===== src/rtl/store_fwd_check.sv =====
module store_fwd_check #(
  parameter int DEPTH = 8,
  parameter int AW    = 16,
  parameter int NB    = 8,
  parameter int SEQW  = 16,
  parameter int LQW   = 4,
  localparam int IW   = $clog2(DEPTH),
  localparam int SZW  = $clog2(NB) + 1,
  localparam int DW   = 8 * NB
) (
  input  logic            clk,
  input  logic            rst_n,
  input  logic            req_valid,
  input  logic [AW-1:0]   req_addr,
  input  logic [SZW-1:0]  req_size,
  input  logic [IW-1:0]   req_sq_idx,
  input  logic [LQW-1:0]  req_lq_idx,
  input  logic [SEQW-1:0] req_seq,
  input  logic [IW-1:0]   wb_ptr,
  output logic [IW-1:0]   sq_rd_idx,
  input  logic [AW-1:0]   sq_addr,
  input  logic [SZW-1:0]  sq_size,
  input  logic            sq_nc,
  input  logic [DW-1:0]   sq_data,
  input  logic [SEQW-1:0] sq_seq,
  input  logic            wb_done,
  input  logic [SEQW-1:0] wb_done_seq,
  output logic            busy,
  output logic            done,
  output logic            res_fwd,
  output logic            res_stall,
  output logic            res_miss,
  output logic [DW-1:0]   fwd_data,
  output logic            port_used,
  output logic            stalled,
  output logic [SEQW-1:0] stall_store_seq,
  output logic [LQW-1:0]  stall_lq_idx,
  output logic            stall_clear
);
  localparam int SHW = $clog2(NB);

  logic [IW-1:0]   idx_q;
  logic [AW-1:0]   addr_q;
  logic [SZW-1:0]  size_q;
  logic [LQW-1:0]  lq_q;
  logic [SEQW-1:0] seq_q;
  logic [SEQW-1:0] stall_ld_seq_q;

  wire go     = req_valid & ~busy;
  wire active = busy | go;

  wire [IW-1:0]   cur_idx = busy ? idx_q  : req_sq_idx;
  wire [AW-1:0]   ld_addr = busy ? addr_q : req_addr;
  wire [SZW-1:0]  ld_size = busy ? size_q : req_size;
  wire [LQW-1:0]  ld_lq   = busy ? lq_q   : req_lq_idx;
  wire [SEQW-1:0] ld_seq  = busy ? seq_q  : req_seq;

  assign sq_rd_idx = (cur_idx == '0) ? IW'(DEPTH - 1) : cur_idx - 1'b1;

  wire at_wb = (cur_idx == wb_ptr);
  wire [AW:0] ld_lo = {1'b0, ld_addr};
  wire [AW:0] ld_hi = ld_lo + (AW+1)'(ld_size);
  wire [AW:0] st_lo = {1'b0, sq_addr};
  wire [AW:0] st_hi = st_lo + (AW+1)'(sq_size);
  wire live    = (sq_size != '0) & ~sq_nc;
  wire contain = live & (ld_lo >= st_lo) & (ld_hi <= st_hi);
  wire overlap = live & (ld_lo < st_hi) & (ld_hi > st_lo);

  wire dec_miss  = active & at_wb;
  wire dec_fwd   = active & ~at_wb & contain;
  wire dec_stall = active & ~at_wb & overlap & ~contain;
  wire decide    = dec_miss | dec_fwd | dec_stall;

  wire [AW:0]      ofs     = ld_lo - st_lo;
  wire [SHW-1:0]   shift   = ofs[SHW-1:0];
  wire [DW-1:0]    shifted = sq_data >> {shift, 3'b000};
  logic [DW-1:0]   fbytes;

  for (genvar b = 0; b < NB; b++) begin : g_byte
    assign fbytes[8*b +: 8] = (SZW'(b) < ld_size) ? shifted[8*b +: 8] : 8'h00;
  end

  wire take_stall = dec_stall & (~stalled | (ld_seq < stall_ld_seq_q));
  wire clr_hit    = stalled & wb_done & (wb_done_seq == stall_store_seq);

  always_ff @(posedge clk) begin
    if (!rst_n) begin
      busy <= 1'b0;
      idx_q <= '0;
      addr_q <= '0;
      size_q <= '0;
      lq_q <= '0;
      seq_q <= '0;
      done <= 1'b0;
      res_fwd <= 1'b0;
      res_stall <= 1'b0;
      res_miss <= 1'b0;
      fwd_data <= '0;
      stalled <= 1'b0;
      stall_store_seq <= '0;
      stall_lq_idx <= '0;
      stall_ld_seq_q <= '0;
      stall_clear <= 1'b0;
    end else begin
      done      <= decide;
      res_fwd   <= dec_fwd;
      res_stall <= dec_stall;
      res_miss  <= dec_miss;
      fwd_data  <= dec_fwd ? fbytes : '0;
      if (go) begin
        addr_q <= req_addr;
        size_q <= req_size;
        lq_q   <= req_lq_idx;
        seq_q  <= req_seq;
      end
      if (active && !decide) begin
        busy  <= 1'b1;
        idx_q <= sq_rd_idx;
      end else if (decide) begin
        busy <= 1'b0;
      end
      stall_clear <= 1'b0;
      if (take_stall) begin
        stalled         <= 1'b1;
        stall_store_seq <= sq_seq;
        stall_lq_idx    <= ld_lq;
        stall_ld_seq_q  <= ld_seq;
      end else if (clr_hit) begin
        stalled     <= 1'b0;
        stall_clear <= 1'b1;
      end
    end
  end

  assign port_used = done & res_miss;


  result_onehot_chk: assert property (@(posedge clk) disable iff (!rst_n)
    done |-> ($countones({res_fwd, res_stall, res_miss}) == 1));


  result_idle_chk: assert property (@(posedge clk) disable iff (!rst_n)
    !done |-> ({res_fwd, res_stall, res_miss} == 3'b000));


  fwd_data_zero_chk: assert property (@(posedge clk) disable iff (!rst_n)
    (done && !res_fwd) |-> (fwd_data == '0));


  done_idle_chk: assert property (@(posedge clk) disable iff (!rst_n)
    done |-> !busy);


  stall_hold_chk: assert property (@(posedge clk) disable iff (!rst_n)
    !(done && res_stall) |-> $stable(stall_store_seq));


  stall_release_chk: assert property (@(posedge clk) disable iff (!rst_n)
    stall_clear |-> (!stalled && $past(stalled)));
endmodule


===== config.mk =====
export PLATFORM = sky130hd
export DESIGN_NAME = store_fwd_check
export DESIGN_NICKNAME = d
export VERILOG_FILES = /design/src/rtl/store_fwd_check.sv
export SDC_FILE = /design/constraint.sdc
export NUM_CORES = 1
export LEC_CHECK = 0
export BUFFER_PORTS_ARGS = -buffer_cell sky130_fd_sc_hd__buf_2
export CAP_MARGIN = 10
export CORE_MARGIN = 5
export CORE_UTILIZATION = 54
export CTS_CLUSTER_DIAMETER = 80
export DETAILED_ROUTE_END_ITERATION = 6
export PLACE_DENSITY = 0.82
export SETUP_SLACK_MARGIN = 0.4
export SLEW_MARGIN = 0
export SYNTH_ARGS = -nofsm -noshare
export SYNTH_HDL_FRONTEND = slang
export SYNTH_SLANG_ARGS = --single-unit

===== constraint.sdc =====
create_clock -name clk -period 6.7 [get_ports clk]
set_input_delay 0.335 -clock clk [delete_from_list [all_inputs] [get_ports clk]]
set_output_delay 0.335 -clock clk [all_outputs]
set_load 0.03 [all_outputs]

### Word level (Yosys, flattened, before mapping)

Index checks and enable logic that the tools add are counted.

* bitwise gates (word level): 25
* reduce and logical (&&, ||, !) cells: 15
* $lt $le $gt $ge: 13
* mux-type cells: 11
* shift-type cells: 1
* add/sub/neg operators: 4
* equal/unequal tests: 2

Operators with widths (count)
* >> shifter 64 x 6 -> 64 bit: 1
* adder 16 x 4 -> 17 bit: 2
* two-way mux 16 bit: 2
* AND reduction 3 bit: 8
* greater-than comparator 17 x 16 -> 1 bit: 1
* less-or-equal comparator 17 bit: 1
* less-than comparator 16 x 17 -> 1 bit: 1
* == test 16 bit: 1
* greater-or-equal comparator 16 bit: 1
* less-than comparator 16 bit: 1
* less-than comparator 3 x 4 -> 1 bit (first input constant): 4
* bitwise AND 1 bit: 15
* less-than comparator 1 x 4 -> 1 bit (first input constant): 2
* less-than comparator 2 x 4 -> 1 bit (first input constant): 2
* two-way mux 4 bit: 2
* two-way mux 3 bit: 2
* NOT 1 bit: 6
* two-way mux 1 bit: 5
* OR 1 bit: 4
* nonzero test 2 bit: 2
* nonzero test 4 bit: 1
* == test 3 bit: 1
* zero test 3 bit: 1
* subtractor 3 x 1 -> 3 bit (second input constant): 1
* other kinds (4): 4

* logic and storage cells: 94
* flip-flop bits (word level): 150

### Longest topological paths before layout

* depth after elaboration: 10
* gate-level depth with buffers: 25
* mapped depth without buffers: 18

### Least setup slack after synthesis

Ideal clock, no wire load.

* kind: register -> register
* start point: register busy
* end point: register stall_ld_seq_q[10]
* arrival time: 5.762 ns
* path buffers: 8
* cell stages (with the launch flop): 25
* slack: 0.866 ns
* required time: 6.628 ns
* period minus slack after synthesis: 5.834 ns
* setup time: 0.072 ns
* cells stage by stage: dfxtp_1 > buf_4 > buf_4 > buf_2 > buf_1 > buf_1 > mux2_2 > ha_1 > a21o_1 > a21oi_1 > nand4b_1 > nor3b_1 > a21bo_2 > xnor2_1 > ha_1 > nand3_1 > nor4_1 > a21bo_2 > a31oi_1 > o21ba_2 > clkbuf_1 > and3_1 > buf_6 > buf_6 > mux2i_1

* word-level cells in the longest chain between the ends: 7

Ends and longest elaborated chain
* start: declaration: RTL line 28 `output logic busy,`
* start signal: assignment: RTL line 88 `busy <= 1'b0;`
* start signal: assignment: RTL line 117 `busy <= 1'b1;`
* start signal: assignment: RTL line 120 `busy <= 1'b0;`
* two-way mux 16 bit (tied with other cells): RTL line 53 `wire [AW-1:0] ld_addr = busy ? addr_q : req_addr;`
* adder 16 x 4 -> 17 bit (tied with other cells): RTL line 62 `wire [AW:0] ld_hi = ld_lo + (AW+1)'(ld_size);`
* greater-than comparator 17 x 16 -> 1 bit (tied with other cells): RTL line 67 `wire overlap = live & (ld_lo < st_hi) & (ld_hi > st_lo);`
* bitwise AND 1 bit, on equally long branches: RTL line 67, 66, 71
* bitwise AND 1 bit / NOT 1 bit (equally long branches): RTL line 71 `wire dec_stall = active & ~at_wb & overlap & ~contain;`
* bitwise AND 1 bit: RTL line 71
* bitwise AND 1 bit: RTL line 83 `wire take_stall = dec_stall & (~stalled | (ld_seq < stall_ld_seq_q));`
* end signal: assignment: RTL line 127 `stall_ld_seq_q <= ld_seq;`
* end: declaration: RTL line 47 `logic [SEQW-1:0] stall_ld_seq_q;`

Several ways; a longest one is shown, not always the timed one.
A chain may end at the register's enable or synchronous reset.

### Worst setup path after layout

* start point: register busy
* end point: register stall_ld_seq_q[1]

Same word-level chain as after synthesis.

==> report_table.html <==
<table>
<tr><th>Metric</th><th>Value</th></tr>
<tr><th colspan="2">Placed design</th></tr>
<tr><td>GPL Wtd Cong</td><td>between 0.9 and 1</td></tr>
<tr><td>Pre-CTS setup slack</td><td>~0.97 ns</td></tr>
<tr><td>Count of buffers from port buffering</td><td>between 200 and 300</td></tr>
<tr><td>Post-DP HPWL</td><td>22,300 um</td></tr>
<tr><td>Placed standard-cell area</td><td>~11,000 um2</td></tr>
<tr><th colspan="2">Cells and area</th></tr>
<tr><td>Post-layout net count</td><td>approximately 1,700</td></tr>
<tr><td>Commonest non-fill, non-tap cell in the layout</td><td>sky130_fd_sc_hd__buf_2</td></tr>
<tr><td>Most frequent cells in the layout</td><td>261 x sky130_fd_sc_hd__buf_2, 226 x sky130_fd_sc_hd__nand2_1, 149 x sky130_fd_sc_hd__dfxtp_1, 128 x sky130_fd_sc_hd__nor2_1, 104 x sky130_fd_sc_hd__a21oi_1</td></tr>
<tr><td>Total non-filler cell area in the finished layout</td><td>11,700 um2</td></tr>
<tr><td>Fill cell count</td><td>between 1,000 and 1,500</td></tr>
<tr><td>Area Overhead vs Synth</td><td>21.9%</td></tr>
<tr><td>Fraction of layout cells with a size suffix above 1</td><td>0.258</td></tr>
<tr><th colspan="2">Die</th></tr>
<tr><td>Die footprint</td><td>between 20,000 and 25,000 um2</td></tr>
<tr><td>Initial core utilization</td><td>0.554</td></tr>
<tr><td>Io pins</td><td>approximately 260</td></tr>
<tr><td>Die boundary height</td><td>around 140 um</td></tr>
<tr><td>Die Wd</td><td>143 um</td></tr>
<tr><td>Std-Cell Core Area</td><td>17,400 um2</td></tr>
<tr><td>Row Count</td><td>48</td></tr>
<tr><th colspan="2">Yosys</th></tr>
<tr><td>Post-synth top area share</td><td>0.312</td></tr>
<tr><td>Library cell with the largest summed area after synthesis</td><td>sky130_fd_sc_hd__dfxtp_1</td></tr>
<tr><td>Post-Syn Instances</td><td>1,170</td></tr>
<tr><td>Ys flop type</td><td>sky130_fd_sc_hd__dfxtp_1</td></tr>
<tr><td>Yosys warning count</td><td>0</td></tr>
<tr><td>Post-synthesis sequential element count</td><td>150</td></tr>
<tr><td>Post-synthesis average cell area</td><td>roughly 8 um2</td></tr>
<tr><td>Proportion of synthesized chip area in sequential cells</td><td>0.312</td></tr>
<tr><td>Syn Nets</td><td>1,429</td></tr>
<tr><td>Proportion of synthesized flip-flops having asynchronous set or reset</td><td>0</td></tr>
<tr><td>Number of distinct library cell variants in the gate-level netlist after synthesis</td><td>55</td></tr>
<tr><td>Cell Area, Synth</td><td>approximately 9600 um2</td></tr>
<tr><td>EDFF count, synth</td><td>0</td></tr>
<tr><td>Cell types with the largest area share after synthesis</td><td>sky130_fd_sc_hd__dfxtp_1 31%, sky130_fd_sc_hd__ha_1 12%, sky130_fd_sc_hd__nand2_1 8.8%</td></tr>
<tr><th colspan="2">Detailed routing</th></tr>
<tr><td>Average routed wire per standard cell</td><td>17.7 um</td></tr>
<tr><td>Residual DRC</td><td>0</td></tr>
<tr><td>Vias per inst</td><td>5.67</td></tr>
<tr><td>First-pass DRT Iterations</td><td>5</td></tr>
<tr><td>Number of vias after detailed routing</td><td>around 9,300</td></tr>
<tr><td>Remaining antenna violation count after routing</td><td>0</td></tr>
<tr><td>Total routed wirelength</td><td>roughly 29,000 um</td></tr>
<tr><td>Initial detailed-routing violation count</td><td>around 750</td></tr>
<tr><th colspan="2">GRT</th></tr>
<tr><td>GRT overflow</td><td>0</td></tr>
<tr><td>Global-route wire length before repair</td><td>between 40,000 and 50,000 um</td></tr>
<tr><td>Combined global-route utilization of all metal layers</td><td>0.276</td></tr>
<tr><td>Largest net degree at the start of global routing</td><td>77</td></tr>
<tr><td>Antenna violations before repair</td><td>1</td></tr>
<tr><td>Number of global-route vias before repair</td><td>8,820</td></tr>
<tr><th colspan="2">STA</th></tr>
<tr><td>Max-slew violation count</td><td>0</td></tr>
<tr><td>Final setup violation count</td><td>0</td></tr>
<tr><td>Setup repair after global routing missed its margin</td><td>no</td></tr>
<tr><td>Transition time of the tightest slew-check pin</td><td>roughly 1.1 ns</td></tr>
<tr><td>Hold violation total from the final report</td><td>0</td></tr>
<tr><td>Shortest clock period the worst path allows after layout</td><td>5.82 ns</td></tr>
<tr><td>Period utilization</td><td>0.869</td></tr>
<tr><td>Setup skew after layout</td><td>roughly 0.011 ns</td></tr>
<tr><td>Final-layout setup total negative slack</td><td>0 ns</td></tr>
<tr><td>Timing-limited maximum frequency</td><td>~170 MHz</td></tr>
<tr><td>Worst Setup Slack, final</td><td>about 0.9 ns</td></tr>
<tr><td>Slew margin rel.</td><td>0.269</td></tr>
<tr><th colspan="2">Clock tree</th></tr>
<tr><td>CTS H-tree depth</td><td>4</td></tr>
<tr><td>Buffer depth of the longest clock path</td><td>2</td></tr>
<tr><td>Number of CTS-inserted buffers</td><td>17</td></tr>
<tr><td>Post-cts hold buffer count</td><td>0</td></tr>
<tr><td>Clock root buffer</td><td>sky130_fd_sc_hd__clkbuf_16</td></tr>
<tr><td>Clock latency reported for the late side of the worst-skew pair</td><td>about 0.43 ns</td></tr>
<tr><td>Clock edge transition at the registers on the reported setup and hold paths</td><td>about 0.07 ns</td></tr>
<tr><td>Clock sink total</td><td>150</td></tr>
<tr><td>TritonCTS clock tree</td><td>built</td></tr>
<tr><th colspan="2">Hold path</th></tr>
<tr><td>Worst hold-check path type</td><td>in2reg</td></tr>
<tr><td>Worst min-delay path endpoint</td><td>addr_q[3]$_SDFFE_PN0P_</td></tr>
<tr><td>WHS Path Cells</td><td>3</td></tr>
<tr><td>Source of the worst hold timing path</td><td>req_addr[3]</td></tr>
<tr><th colspan="2">Setup path</th></tr>
<tr><td>CP Data Arrival Time</td><td>roughly 6.2 ns</td></tr>
<tr><td>Critical setup path kind</td><td>reg2reg</td></tr>
<tr><td>Worst R2R Setup Slack</td><td>between 0.8 and 0.9 ns</td></tr>
<tr><td>CP max-delay cell</td><td>sky130_fd_sc_hd__and3_2</td></tr>
<tr><td>Critical path required time</td><td>between 7 and 8 ns</td></tr>
<tr><td>Reg-to-reg startpoint</td><td>busy$_SDFFE_PN0P_</td></tr>
<tr><td>FF-to-FF path depth</td><td>18</td></tr>
<tr><td>Critical path endpoint category</td><td>flop</td></tr>
<tr><td>Critical R2R Capture</td><td>stall_ld_seq_q[1]$_SDFFE_PN0P_</td></tr>
<tr><td>Highest net fanout along the worst path</td><td>38</td></tr>
<tr><td>Cell class contributing the biggest share of worst-path delay</td><td>simple AND/OR/NAND/NOR gates</td></tr>
<tr><td>Chain of cells forming the critical path</td><td>mux2i_1, inv_1, ha_1, fa_1, a21o_1, a21oi_1, nand4b_1, nor3b_1, a21bo_2, xnor2_1, ha_1, nand3_1, nor4_1, a21bo_2, a31oi_1, o21ba_2, and3_2, mux2i_1</td></tr>
<tr><td>Buffers and inverters on the worst path</td><td>1</td></tr>
<tr><td>Slowest stage delay, CP</td><td>0.95 ns</td></tr>
<tr><td>Nature of the critical path startpoint</td><td>flop</td></tr>
<tr><th colspan="2">Outcome</th></tr>
<tr><td>Run status</td><td>completed</td></tr>
<tr><th colspan="2">Pwr</th></tr>
<tr><td>P per Cell Area</td><td>approximately 270 nW/um2</td></tr>
<tr><td>Leakage Power</td><td>5.40 nW</td></tr>
<tr><td>Peak supply drop</td><td>roughly 0.2 mV</td></tr>
<tr><th colspan="2">Job</th></tr>
<tr><td>Number of max-cap violations</td><td>0</td></tr>
</table>
sequential cells by signal, indices dropped and copies added, names as in the netlist, 3 cells and up:
register and cells:
stall_store_seq 16, size_q 4, seq_q 16, fwd_data 64, idx_q 3, lq_q 4, stall_lq_idx 4, addr_q 16
stall_ld_seq_q 16
where the power goes:
| part | internal [W] | switching, W |
|---|---|---|
| combinational | 0.000437 | 0.000668 |
| clock | 0.000662 | 0.000403 |
| sequential | 0.000936 | 0.0000318 |
| total | 0.00204 | 0.00110 |
worst min-delay path, delay by kind of cell:
kind            cells  cell delay [ns]
buf+inv             1             0.10
simple gates        1             0.05
compound gates      1             0.05
Yosys cell counts (all sizes together), types with 12 or more instances:
library cell / number
mux2i: 67
xor2: 12
a211oi: 17
mux4: 16
a31oi: 17
mux2: 33
nand2: 226
inv: 47
buf: 16
dfxtp: 150
xnor2: 36
nand3: 12
clkbuf: 45
o21ai: 29
and2: 12
nor2: 128
ha: 89
a21oi: 104
nand4: 16
routing by layer:
metal | track usage | share of wire | up-vias
met1 | 0.363 | 0.42 | 4272
met3 | 0.0659 | 0.096 | 50
met5 | 0 | 0 | -
li1 | - | - | 4529
met4 | 0.0887 | 0.026 | 0
met2 | 0.449 | 0.45 | 441
cell type report:
class,instances,area [um2],share of cell area
antenna,1,2.50,0.000213
clock buffer,21,470,0.0401
clock inverter,11,184,0.0157
inverter,47,176,0.0150
multi-input combinational,912,6220,0.531
sequential,150,3000,0.256
tap,225,282,0.0240
timing repair buffer,271,1380,0.118
logic make-up after synthesis:
group | count (synthesis) | synth area share
AOI/OAI and AO/OA | 210 | 0.131
xor gates and xnor gates | 48 | 0.0437
adders and majority gates | 92 | 0.122
buffers and inverters | 108 | 0.0455
DFF | 150 | 0.312
muxes | 116 | 0.146
and+or+nand+nor | 446 | 0.200
timing repair:
action                                  CTS  global route
buffers inserted                          0             0
resized for setup                         0             1
endpoints found under the setup margin    0             8
how the worst max path moves through the flow:
stage	startpoint	end	slack, ns	cells past startpoint
floorplan	busy$_SDFFE_PN0P_	stall_ld_seq_q[10]$_SDFFE_PN0P_	0.87	24
global placement	busy$_SDFFE_PN0P_	stalled$_SDFFE_PN0P_	1.12	16
detailed placement	busy$_SDFFE_PN0P_	stall_store_seq[9]$_SDFFE_PN0P_	0.97	18
CTS	busy$_SDFFE_PN0P_	stall_lq_idx[2]$_SDFFE_PN0P_	0.93	16
global route	busy$_SDFFE_PN0P_	stall_ld_seq_q[6]$_SDFFE_PN0P_	0.51	18
finish	busy$_SDFFE_PN0P_	stall_ld_seq_q[1]$_SDFFE_PN0P_	0.88	18
stage by stage:
stage	hold WS, ns	instances	utilization	power [W]
after global placement	0.438	1605	0.637	0.00205
after global routing	0.141	1637	0.675	0.00332
final	0.151	1638	0.675	0.00314
after CTS	0.132	1637	0.675	0.00313
after detailed placement	0.443	1605	0.637	0.00207
after floorplan	0.433	1170	-	0.00178
No activity file was read; power rests on OpenSTA's default activity.
